<file path="src/rtl/bfm_pkg.sv">
package bfm_pkg;

   // Decoded class of one control-port request
   typedef enum logic [1:0] {
      ACC_IDLE = 2'd0,
      ACC_RD   = 2'd1,
      ACC_WR   = 2'd2,
      ACC_BAD  = 2'd3
   } acc_kind_e;

   // Number of control registers / read ports (fixed by the block)
   localparam int unsigned CTRL_PORTS = 2;

   // Pack a control word: valid at the top bit, select in the low bits
   function automatic logic [63:0] pack_ctrl(input logic vld,
                                             input logic [7:0] sel,
                                             input int unsigned sel_w,
                                             input int unsigned data_w);
      logic [63:0] w;
      w = '0;
      for (int unsigned i = 0; i < 8; i++) begin
         if (i < sel_w) w[i] = sel[i];
      end
      w[data_w-1] = vld;
      return w;
   endfunction

endpackage

</file>
<file path="src/rtl/bfm_flag_mirror.sv">
module bfm_flag_mirror #(
   parameter int unsigned N_FLAGS = 16,
   parameter int unsigned IDX_W   = 4
) (
   input  logic               clk,
   input  logic               rst_n,
   input  logic               upd_valid,
   input  logic [IDX_W-1:0]   upd_idx,
   input  logic               upd_value,
   output logic [N_FLAGS-1:0] flags
);

   generate
      if ((1 << IDX_W) != N_FLAGS) begin : g_bad_idx
         $error("bfm_flag_mirror: N_FLAGS must equal 2**IDX_W");
      end
   endgenerate

   // One storage bit per flag, each with its own decoded enable
   generate
      for (genvar f = 0; f < N_FLAGS; f++) begin : g_flag
         logic hit;
         assign hit = upd_valid && (upd_idx == IDX_W'(f));
         always_ff @(posedge clk) begin
            if (!rst_n) begin
               flags[f] <= 1'b0;
            end else if (hit) begin
               flags[f] <= upd_value;
            end
         end
      end
   endgenerate

endmodule

</file>
<file path="src/rtl/bfm_ctrl_file.sv">
module bfm_ctrl_file
   import bfm_pkg::*;
#(
   parameter int unsigned DATA_W      = 64,
   parameter int unsigned IDX_W       = 4,
   parameter int unsigned ASPACE_W    = 8,
   parameter int unsigned OFF_W       = 8,
   parameter int unsigned CTRL_ASPACE = 'h6F,
   parameter int unsigned OFF_BASE    = 'h00,
   parameter int unsigned OFF_STRIDE  = 'h08
) (
   input  logic                           clk,
   input  logic                           rst_n,
   input  logic                           reg_req,
   input  logic                           reg_we,
   input  logic                           reg_priv,
   input  logic [ASPACE_W-1:0]            reg_aspace,
   input  logic [OFF_W-1:0]               reg_offset,
   input  logic [DATA_W-1:0]              reg_wdata,
   output logic [DATA_W-1:0]              reg_rdata,
   output logic                           reg_err,
   output logic [CTRL_PORTS-1:0]          ctrl_valid,
   output logic [CTRL_PORTS*IDX_W-1:0]    ctrl_sel,
   output logic [CTRL_PORTS-1:0]          ctrl_we
);

   localparam int unsigned LAST_OFF = OFF_BASE + (CTRL_PORTS - 1) * OFF_STRIDE;

   generate
      if (LAST_OFF >= (1 << OFF_W)) begin : g_bad_off
         $error("bfm_ctrl_file: register offsets do not fit OFF_W");
      end
      if (CTRL_ASPACE >= (1 << ASPACE_W)) begin : g_bad_asp
         $error("bfm_ctrl_file: CTRL_ASPACE does not fit ASPACE_W");
      end
      if (IDX_W + 1 >= DATA_W) begin : g_bad_w
         $error("bfm_ctrl_file: select and valid bits overlap");
      end
   endgenerate

   logic [CTRL_PORTS-1:0] hit;
   logic                  asp_ok;
   acc_kind_e             acc;

   assign asp_ok = (reg_aspace == ASPACE_W'(CTRL_ASPACE));

   generate
      for (genvar k = 0; k < CTRL_PORTS; k++) begin : g_dec
         assign hit[k] = asp_ok &&
                         (reg_offset == OFF_W'(OFF_BASE + k * OFF_STRIDE));
      end
   endgenerate

   always_comb begin
      if (!reg_req)                  acc = ACC_IDLE;
      else if (!reg_priv || ~|hit)   acc = ACC_BAD;
      else if (reg_we)               acc = ACC_WR;
      else                           acc = ACC_RD;
   end

   // Register storage: only the valid bit and the select field exist
   generate
      for (genvar k = 0; k < CTRL_PORTS; k++) begin : g_reg
         logic             vld_q;
         logic [IDX_W-1:0] sel_q;
         assign ctrl_we[k] = (acc == ACC_WR) && hit[k];
         always_ff @(posedge clk) begin
            if (!rst_n) begin
               vld_q <= 1'b0;
               sel_q <= '0;
            end else if (ctrl_we[k]) begin
               vld_q <= reg_wdata[DATA_W-1];
               sel_q <= reg_wdata[IDX_W-1:0];
            end
         end
         assign ctrl_valid[k]                 = vld_q;
         assign ctrl_sel[k*IDX_W +: IDX_W]    = sel_q;
      end
   endgenerate

   // Read-back mux over the decoded register
   logic [DATA_W-1:0] rd_word;
   always_comb begin
      rd_word = '0;
      for (int k = 0; k < CTRL_PORTS; k++) begin
         if (hit[k]) begin
            rd_word[DATA_W-1]  = ctrl_valid[k];
            rd_word[IDX_W-1:0] = ctrl_sel[k*IDX_W +: IDX_W];
         end
      end
   end

   always_ff @(posedge clk) begin
      if (!rst_n) begin
         reg_rdata <= '0;
         reg_err   <= 1'b0;
      end else begin
         reg_rdata <= (acc == ACC_RD) ? rd_word : '0;
         reg_err   <= (acc == ACC_BAD);
      end
   end

endmodule

</file>
<file path="src/rtl/bfm_flag_select.sv">
module bfm_flag_select #(
   parameter int unsigned N_FLAGS = 16,
   parameter int unsigned IDX_W   = 4,
   parameter int unsigned DATA_W  = 64
) (
   input  logic               valid,
   input  logic [IDX_W-1:0]   sel,
   input  logic [N_FLAGS-1:0] flags,
   output logic [DATA_W-1:0]  word
);

   logic picked;

   assign picked = flags[sel];

   // Result in bit 0, upper bits always clear; gated by valid
   always_comb begin
      word    = '0;
      word[0] = valid & picked;
   end

endmodule

</file>
<file path="src/rtl/barrier_mirror_sel.sv">
module barrier_mirror_sel
   import bfm_pkg::*;
#(
   parameter int unsigned N_UNITS     = 2,
   parameter int unsigned N_LINES     = 8,
   parameter int unsigned DATA_W      = 64,
   parameter int unsigned ASPACE_W    = 8,
   parameter int unsigned OFF_W       = 8,
   parameter int unsigned CTRL_ASPACE = 'h6F,
   parameter int unsigned OFF_BASE    = 'h00,
   parameter int unsigned OFF_STRIDE  = 'h08
) (
   input  logic                clk,
   input  logic                rst_n,
   input  logic                upd_valid,
   input  logic                upd_unit,
   input  logic [2:0]          upd_line,
   input  logic                upd_value,
   input  logic                reg_req,
   input  logic                reg_we,
   input  logic                reg_priv,
   input  logic [ASPACE_W-1:0] reg_aspace,
   input  logic [OFF_W-1:0]    reg_offset,
   input  logic [DATA_W-1:0]   reg_wdata,
   output logic [DATA_W-1:0]   reg_rdata,
   output logic                reg_err,
   output logic [DATA_W-1:0]   rd0_data,
   output logic [DATA_W-1:0]   rd1_data
);

   localparam int unsigned UNIT_W  = $clog2(N_UNITS);
   localparam int unsigned LINE_W  = $clog2(N_LINES);
   localparam int unsigned IDX_W   = UNIT_W + LINE_W;
   localparam int unsigned N_FLAGS = N_UNITS * N_LINES;

   generate
      if (N_UNITS != 2 || N_LINES != 8) begin : g_bad_geom
         $error("barrier_mirror_sel: port widths assume 2 units of 8 lines");
      end
   endgenerate

   logic [N_FLAGS-1:0]               flags;
   logic [CTRL_PORTS-1:0]            ctrl_valid;
   logic [CTRL_PORTS*IDX_W-1:0]      ctrl_sel;
   logic [CTRL_PORTS-1:0]            ctrl_we;
   logic [CTRL_PORTS-1:0][DATA_W-1:0] rd_word;

   bfm_flag_mirror #(
      .N_FLAGS (N_FLAGS),
      .IDX_W   (IDX_W)
   ) u_mirror (
      .clk       (clk),
      .rst_n     (rst_n),
      .upd_valid (upd_valid),
      .upd_idx   ({upd_unit, upd_line}),
      .upd_value (upd_value),
      .flags     (flags)
   );

   bfm_ctrl_file #(
      .DATA_W      (DATA_W),
      .IDX_W       (IDX_W),
      .ASPACE_W    (ASPACE_W),
      .OFF_W       (OFF_W),
      .CTRL_ASPACE (CTRL_ASPACE),
      .OFF_BASE    (OFF_BASE),
      .OFF_STRIDE  (OFF_STRIDE)
   ) u_ctrl (
      .clk        (clk),
      .rst_n      (rst_n),
      .reg_req    (reg_req),
      .reg_we     (reg_we),
      .reg_priv   (reg_priv),
      .reg_aspace (reg_aspace),
      .reg_offset (reg_offset),
      .reg_wdata  (reg_wdata),
      .reg_rdata  (reg_rdata),
      .reg_err    (reg_err),
      .ctrl_valid (ctrl_valid),
      .ctrl_sel   (ctrl_sel),
      .ctrl_we    (ctrl_we)
   );

   generate
      for (genvar k = 0; k < CTRL_PORTS; k++) begin : g_port
         bfm_flag_select #(
            .N_FLAGS (N_FLAGS),
            .IDX_W   (IDX_W),
            .DATA_W  (DATA_W)
         ) u_sel (
            .valid (ctrl_valid[k]),
            .sel   (ctrl_sel[k*IDX_W +: IDX_W]),
            .flags (flags),
            .word  (rd_word[k])
         );
      end
   endgenerate

   assign rd0_data = rd_word[0];
   assign rd1_data = rd_word[1];

endmodule

</file>
<file path="config.mk">
export PLATFORM = sky130hd
export DESIGN_NAME = barrier_mirror_sel
export DESIGN_NICKNAME = d
export VERILOG_FILES = /design/src/rtl/bfm_pkg.sv /design/src/rtl/bfm_flag_mirror.sv /design/src/rtl/bfm_ctrl_file.sv /design/src/rtl/bfm_flag_select.sv /design/src/rtl/barrier_mirror_sel.sv
export SDC_FILE = /design/constraint.sdc
export NUM_CORES = 1
export LEC_CHECK = 0
export BUFFER_PORTS_ARGS = -buffer_cell sky130_fd_sc_hd__buf_2
export CAP_MARGIN = 20
export CORE_AREA = 2 2 112 114
export DETAILED_ROUTE_END_ITERATION = 10
export DIE_AREA = 0 0 114 116
export MAX_ROUTING_LAYER = met4
export PLACE_DENSITY = 0.72
export SYNTH_ARGS = -nofsm -noshare
export SYNTH_HDL_FRONTEND = slang
export SYNTH_SLANG_ARGS = --single-unit
</file>
<file path="constraint.sdc">
create_clock -name clk -period 1.6 [get_ports clk]
set_clock_uncertainty 0.05 [all_clocks]
set_input_delay 0.16 -clock clk [delete_from_list [all_inputs] [get_ports clk]]
set_output_delay 0.16 -clock clk [all_outputs]
set_load 0.01 [all_outputs]
</file>
Word-level counts from Yosys, hierarchy flattened. Cells that the tools add are included.

Register bits after elaboration: 91. Input port bits: 91. Output and inout port bits: 193. Logic and storage cells: 85.

$lt $le $gt $ge: 2. Equality and inequality tests: 20. Multiplexer cells: 11. Bitwise gates (word level): 2. Reduce and logical (&&, ||, !) cells: 27.

Operators by type and width (number): equality test 4 bit (second input constant) (8); logical AND 1 bit (20); equality test 4 x 3 -> 1 bit (second input constant) (4); < comparator 4 x 5 -> 1 bit (second input constant) (2); binary-select mux 1 bit (select 4 bit) (2); equality test 4 x 2 -> 1 bit (second input constant) (2); equality test 8 x 4 -> 1 bit (second input constant) (1); equality test 8 x 7 -> 1 bit (second input constant) (1); zero test 8 bit (1); two-way mux 4 bit (2); two-way mux 2 bit (3); equality test 2 bit (second input constant) (2); equality test 4 x 1 -> 1 bit (second input constant) (1); zero test 4 bit (1); two-way mux 1 bit (4); bitwise AND 1 bit (2); equality test 2 x 1 -> 1 bit (second input constant) (1); zero test 1 bit (2); AND reduction 2 bit (1); OR reduction 2 bit (1); logical OR 1 bit (1).

Logic depth before layout (Yosys ltp).
Depth after elaboration: 9. Gate-level depth with buffers: 5. Depth with buffers taken out: 4.

By module. Synthesis repeated with hierarchy kept, for this count alone.

Cells, all modules: 371. Area, all modules: 3123.0 sq um.

By module, submodules not included: bfm_flag_select (times used 2, cells each 81, area each 633.1 sq um); bfm_ctrl_file (times used 1, cells each 141, area each 1166.1 sq um); bfm_flag_mirror (times used 1, cells each 68, area each 690.7 sq um).

Least setup slack after synthesis. No wires, ideal clock.

Path kind: input-to-reg. Start: in reg_offset[1]. End: reg u_ctrl.g_reg[0].sel_q[1]. Arrival time: 1444 ps. Path slack: -12 ps. Stages: 4. Buffers on the path: 1. Cell sequence: or4b_1 > or4_1 > buf_6 > mux2i_1.

Cells in the longest elaborated chain, start to end: 9.

RTL lines: from (decl) (RTL line barrier_mirror_sel.sv:23) `input logic [OFF_W-1:0] reg_offset,`; equality test 8 x 4 -> 1 bit or zero test 8 bit (tied branches) (RTL line bfm_ctrl_file.sv:50) `(reg_offset == OFF_W'(OFF_BASE + k * OFF_STRIDE));`; logical AND 1 bit (RTL line bfm_ctrl_file.sv:49) `assign hit[k] = asp_ok &&`; OR reduction 2 bit (RTL line bfm_ctrl_file.sv:56) `else if (!reg_priv || ~|hit) acc = ACC_BAD;`; zero test 1 bit (RTL line bfm_ctrl_file.sv:56); logical OR 1 bit (RTL line bfm_ctrl_file.sv:56); two-way mux 2 bit (RTL line bfm_ctrl_file.sv:56); two-way mux 2 bit (RTL line bfm_ctrl_file.sv:55) `if (!reg_req) acc = ACC_IDLE;`; equality test 2 bit (RTL line bfm_ctrl_file.sv:66) `assign ctrl_we[k] = (acc == ACC_WR) && hit[k];`; logical AND 1 bit * (RTL line bfm_ctrl_file.sv:66); to (signal assigned) (RTL line bfm_ctrl_file.sv:73) `sel_q <= reg_wdata[IDX_W-1:0];`; to (decl) (RTL line bfm_ctrl_file.sv:65) `logic [IDX_W-1:0] sel_q;`.

Mark *: on every way between the ends. The rest lies on a longest branch, timed or not. A chain may end at the register's enable or synchronous reset.

Worst setup path after layout.
Start: reg u_ctrl.g_reg[0].sel_q[1]. End: out rd0_data[0].

Cells in the longest elaborated chain, start to end: 3.

RTL lines: binary-select mux 1 bit (select 4 bit) (RTL line bfm_flag_select.sv:14) `assign picked = flags[sel];`; two-way mux 1 bit (not written as such) (RTL line bfm_flag_select.sv:14); bitwise AND 1 bit (RTL line bfm_flag_select.sv:19) `word[0] = valid & picked;`; to (decl) (RTL line barrier_mirror_sel.sv:27) `output logic [DATA_W-1:0] rd0_data,`.

Every way passes these cells. The select of a mux whose other input is x is not followed.

==> impl_metrics.json <==
{
  "synth_cells": 361,
  "critPathTopFamily": "multiplexers",
  "final_area_mm2": 0.00291,
  "synth.ff_latch_count": 32,
  "fin_crit_sh_pct": 117,
  "hold_viol": 0,
  "gp_congestion": 0.763,
  "grt_use_met2_pct": 10.4,
  "grt_max_degree": 32,
  "syn_area_per_cell_um2": 8.41,
  "die_area_mm2": 0.0132,
  "ys_seq_area_share_pct": 21.1,
  "synth_async_sr_flop_share_pct": 0,
  "cts_tree": "yes",
  "cts_made_buffers": 5,
  "htree_levels": 2,
  "clockBufferDepth": 2,
  "pin_count": 284,
  "rsz0062_at_grt": "yes",
  "avgViaCountPerCell": 3.40,
  "max_freq_ghz": 0.535,
  "power.density_mw_per_mm2": 713,
  "hold_path.class": "input pin to register",
  "met1_usage_pct": 9.14,
  "cp_num_buf_inv": 1,
  "grt_pass1_vias": 1408,
  "rr_endpoint": "u_ctrl.reg_rdata[1]$_SDFF_PN0_",
  "r2r_slack_ps": 720,
  "critPathCaptureType": "primary output",
  "antenna_cells": 0,
  "drv_cap": 0,
  "postPlaceCellArea_mm2": 0.00274,
  "cp.depth": 4,
  "nNetsFinal": 495,
  "antenna_found_initial": 0,
  "area_delta_synth_final_pct": -4.04,
  "setup_ws_ps": -268,
  "fp.dieH_um": 116,
  "hpwl_um": 4170,
  "finalPower_mw": 2.08,
  "nFillCells": 1295,
  "start_kind": "register",
  "grt.busiest_layer": "met2",
  "ant_nets": 0,
  "r2r_start": "u_ctrl.g_reg[0].sel_q[1]$_SDFFE_PN0P_",
  "crit_chain": "mux4_2, mux2i_2, o22ai_2, buf_2",
  "post_drt_wl_per_cell_um": 9.39,
  "violations": "negative setup slack",
  "worstHoldPathCells": 3,
  "ys.warnings.count": 0,
  "worstPathRequired_ps": 1390,
  "synth-edff-count": 0,
  "path_class": "register to primary output",
  "clk_pin_slew_ps": 50,
  "setup_tns_ps": -470,
  "peakVddDrop_mv": 0.325,
  "synth_area_mm2": 0.00304,
  "finalSetupViolCount": 2,
  "dr.pass1.iters": 4,
  "cts-root-buf": "clkbuf_16",
  "drc": 0,
  "port_buffers": 39,
  "cts.sink_count": 32,
  "crit_start": "u_ctrl.g_reg[0].sel_q[1]$_SDFFE_PN0P_",
  "cts_setup_buffers": 0,
  "grt_remaining_overflow": 0,
  "crit_slowest_cell": "mux4_2",
  "fp-row-count": 40,
  "grtUsageTotal_pct": 7.15,
  "cp.arrival_ps": 1660,
  "met3_usage_pct": 2.25,
  "grt_pass1_wl_um": 7050,
  "period_minus_slack_ps": 1870,
  "synth_ff_type": "dfxtp_1",
  "vias": 1879,
  "drv_slew": 0,
  "clk_latency_ps": 270,
  "leakagePower_nw": 1.46,
  "die_w_um": 114,
  "status": "finished with violations",
  "initial_utilization_pct": 25.5,
  "post_synth_num_cell_types": 26,
  "totalWireLength_um": 5180,
  "max_stage_delay_ps": 530,
  "drive_above_1_share_pct": 16.8,
  "drtIter0Drc": 88,
  "core_mm2": 0.0119,
  "ff2ff_path_depth": 3,
  "crit_fanout": 5,
  "crit_path_end": "rd0_data[0]"
}
==> report_power, final <==
group | switching, mW | internal, mW | total (mW) | leakage (nW)
Clock | 0.319 | 0.619 | 0.938 | 0.0712
Sequential | 0.00435 | 0.803 | 0.808 | 0.260
Combinational | 0.269 | 0.0633 | 0.332 | 1.13
Total | 0.592 | 1.49 | 2.08 | 1.46
==> registers in the layout (all words and copies together), names as in the netlist <==
signal            cells
u_ctrl.g.sel_q        8
u_ctrl.g.vld_q        2
u_ctrl.reg_err        1
u_ctrl.reg_rdata      5
u_mirror.flags       16
==> layer usage <==
metal,share of wire [%],vias up
met4,1.4,0
li1,-,895
met3,8.3,7
met2,49,115
met1,41,862
met5,0,-
==> worst register-to-register path, delay by kind of cell (launching register included) <==
family / cells / cell delay [ps]
flops: 1 / 370
buf+inv: 1 / 140
mux: 1 / 140
simple gates: 1 / 70
==> cells in the mapped netlist (2+ instances only) <==
cell type,count,area [um2]
buf_4,185,1390
nand3_1,5,25.0
a21boi_0,10,75.1
dfxtp_1,32,641
and3_1,2,12.5
nand2b_1,4,25.0
mux2i_1,25,250
nor3_1,3,15.0
nor4b_1,2,17.5
clkbuf_1,9,33.8
nand2_1,31,116
nor2_1,15,56.3
nand3b_1,4,30.0
mux4_2,8,180
o22ai_1,2,12.5
nor2b_1,6,37.5
o21ai_0,9,45.0
==> timing repair <==
item                                    4_1_cts  5_1_grt
endpoints found under the setup margin        2        7
gates resized for setup                       3        4
hold buffers                                  0        0
==> kinds of logic (layout without fill, tap and decap cells) <==
family                 count (synthesis)  count (layout)  synth area share, %
other                                  1             185                0.124
AOI/OAI and AO/OA                     22              22                 4.53
muxes                                 33              33                 14.2
DFF                                   32              32                 21.1
buffers and inverters                195              55                 47.2
and+or+nand+nor                       78              78                 12.8
==> how the worst min path moves through the flow <==
stage                        startpoint                        end  slack (ps)
after global placement    reg_aspace[7]  u_ctrl.reg_err$_SDFF_PN0_         390
final                           reg_req  u_ctrl.reg_err$_SDFF_PN0_         100
after CTS                       reg_req  u_ctrl.reg_err$_SDFF_PN0_          90
after floorplan                 reg_req  u_ctrl.reg_err$_SDFF_PN0_         240
after detailed placement        reg_req  u_ctrl.reg_err$_SDFF_PN0_         380
after global routing            reg_req  u_ctrl.reg_err$_SDFF_PN0_         110
==> metrics by stage <==
| stage | cells | hold slack, ps | util [%] | worst slack, ps |
|---|---|---|---|---|
| final | 552 | 102 | 24.5 | -268 |
| after global routing | 552 | 108 | 24.5 | -332 |
| after CTS | 552 | 92.7 | 24.3 | -265 |
| after floorplan | 545 | 244 | - | 34.5 |
| after detailed placement | 544 | 382 | 23.0 | -250 |
| after global placement | 544 | 389 | 23.0 | -242 |
==> cells in the final DEF (no fill, tap or decap), types with 5 or more instances in the layout <==
cell type / netlist / routed
nand2_1: 31 / 31
nor2b_1: 6 / 6
mux4_2: 8 / 8
dfxtp_1: 32 / 30
buf_4: 185 / 7
mux2i_1: 25 / 23
nand3_1: 5 / 5
o21ai_0: 9 / 9
a21boi_0: 10 / 10
clkbuf_16: 0 / 5
buf_2: 0 / 39
conb_1: 1 / 185
nor2_1: 15 / 15
==> layout make-up <==
type | instances | area (um2) | share of cell area (%)
multi-input combinational | 318 | 1670 | 57.3
sequential | 32 | 646 | 22.2
timing repair buffer | 47 | 268 | 9.19
tap | 147 | 184 | 6.31
clock buffer | 8 | 146 | 5.03
Power figures use the tool's default switching activity.
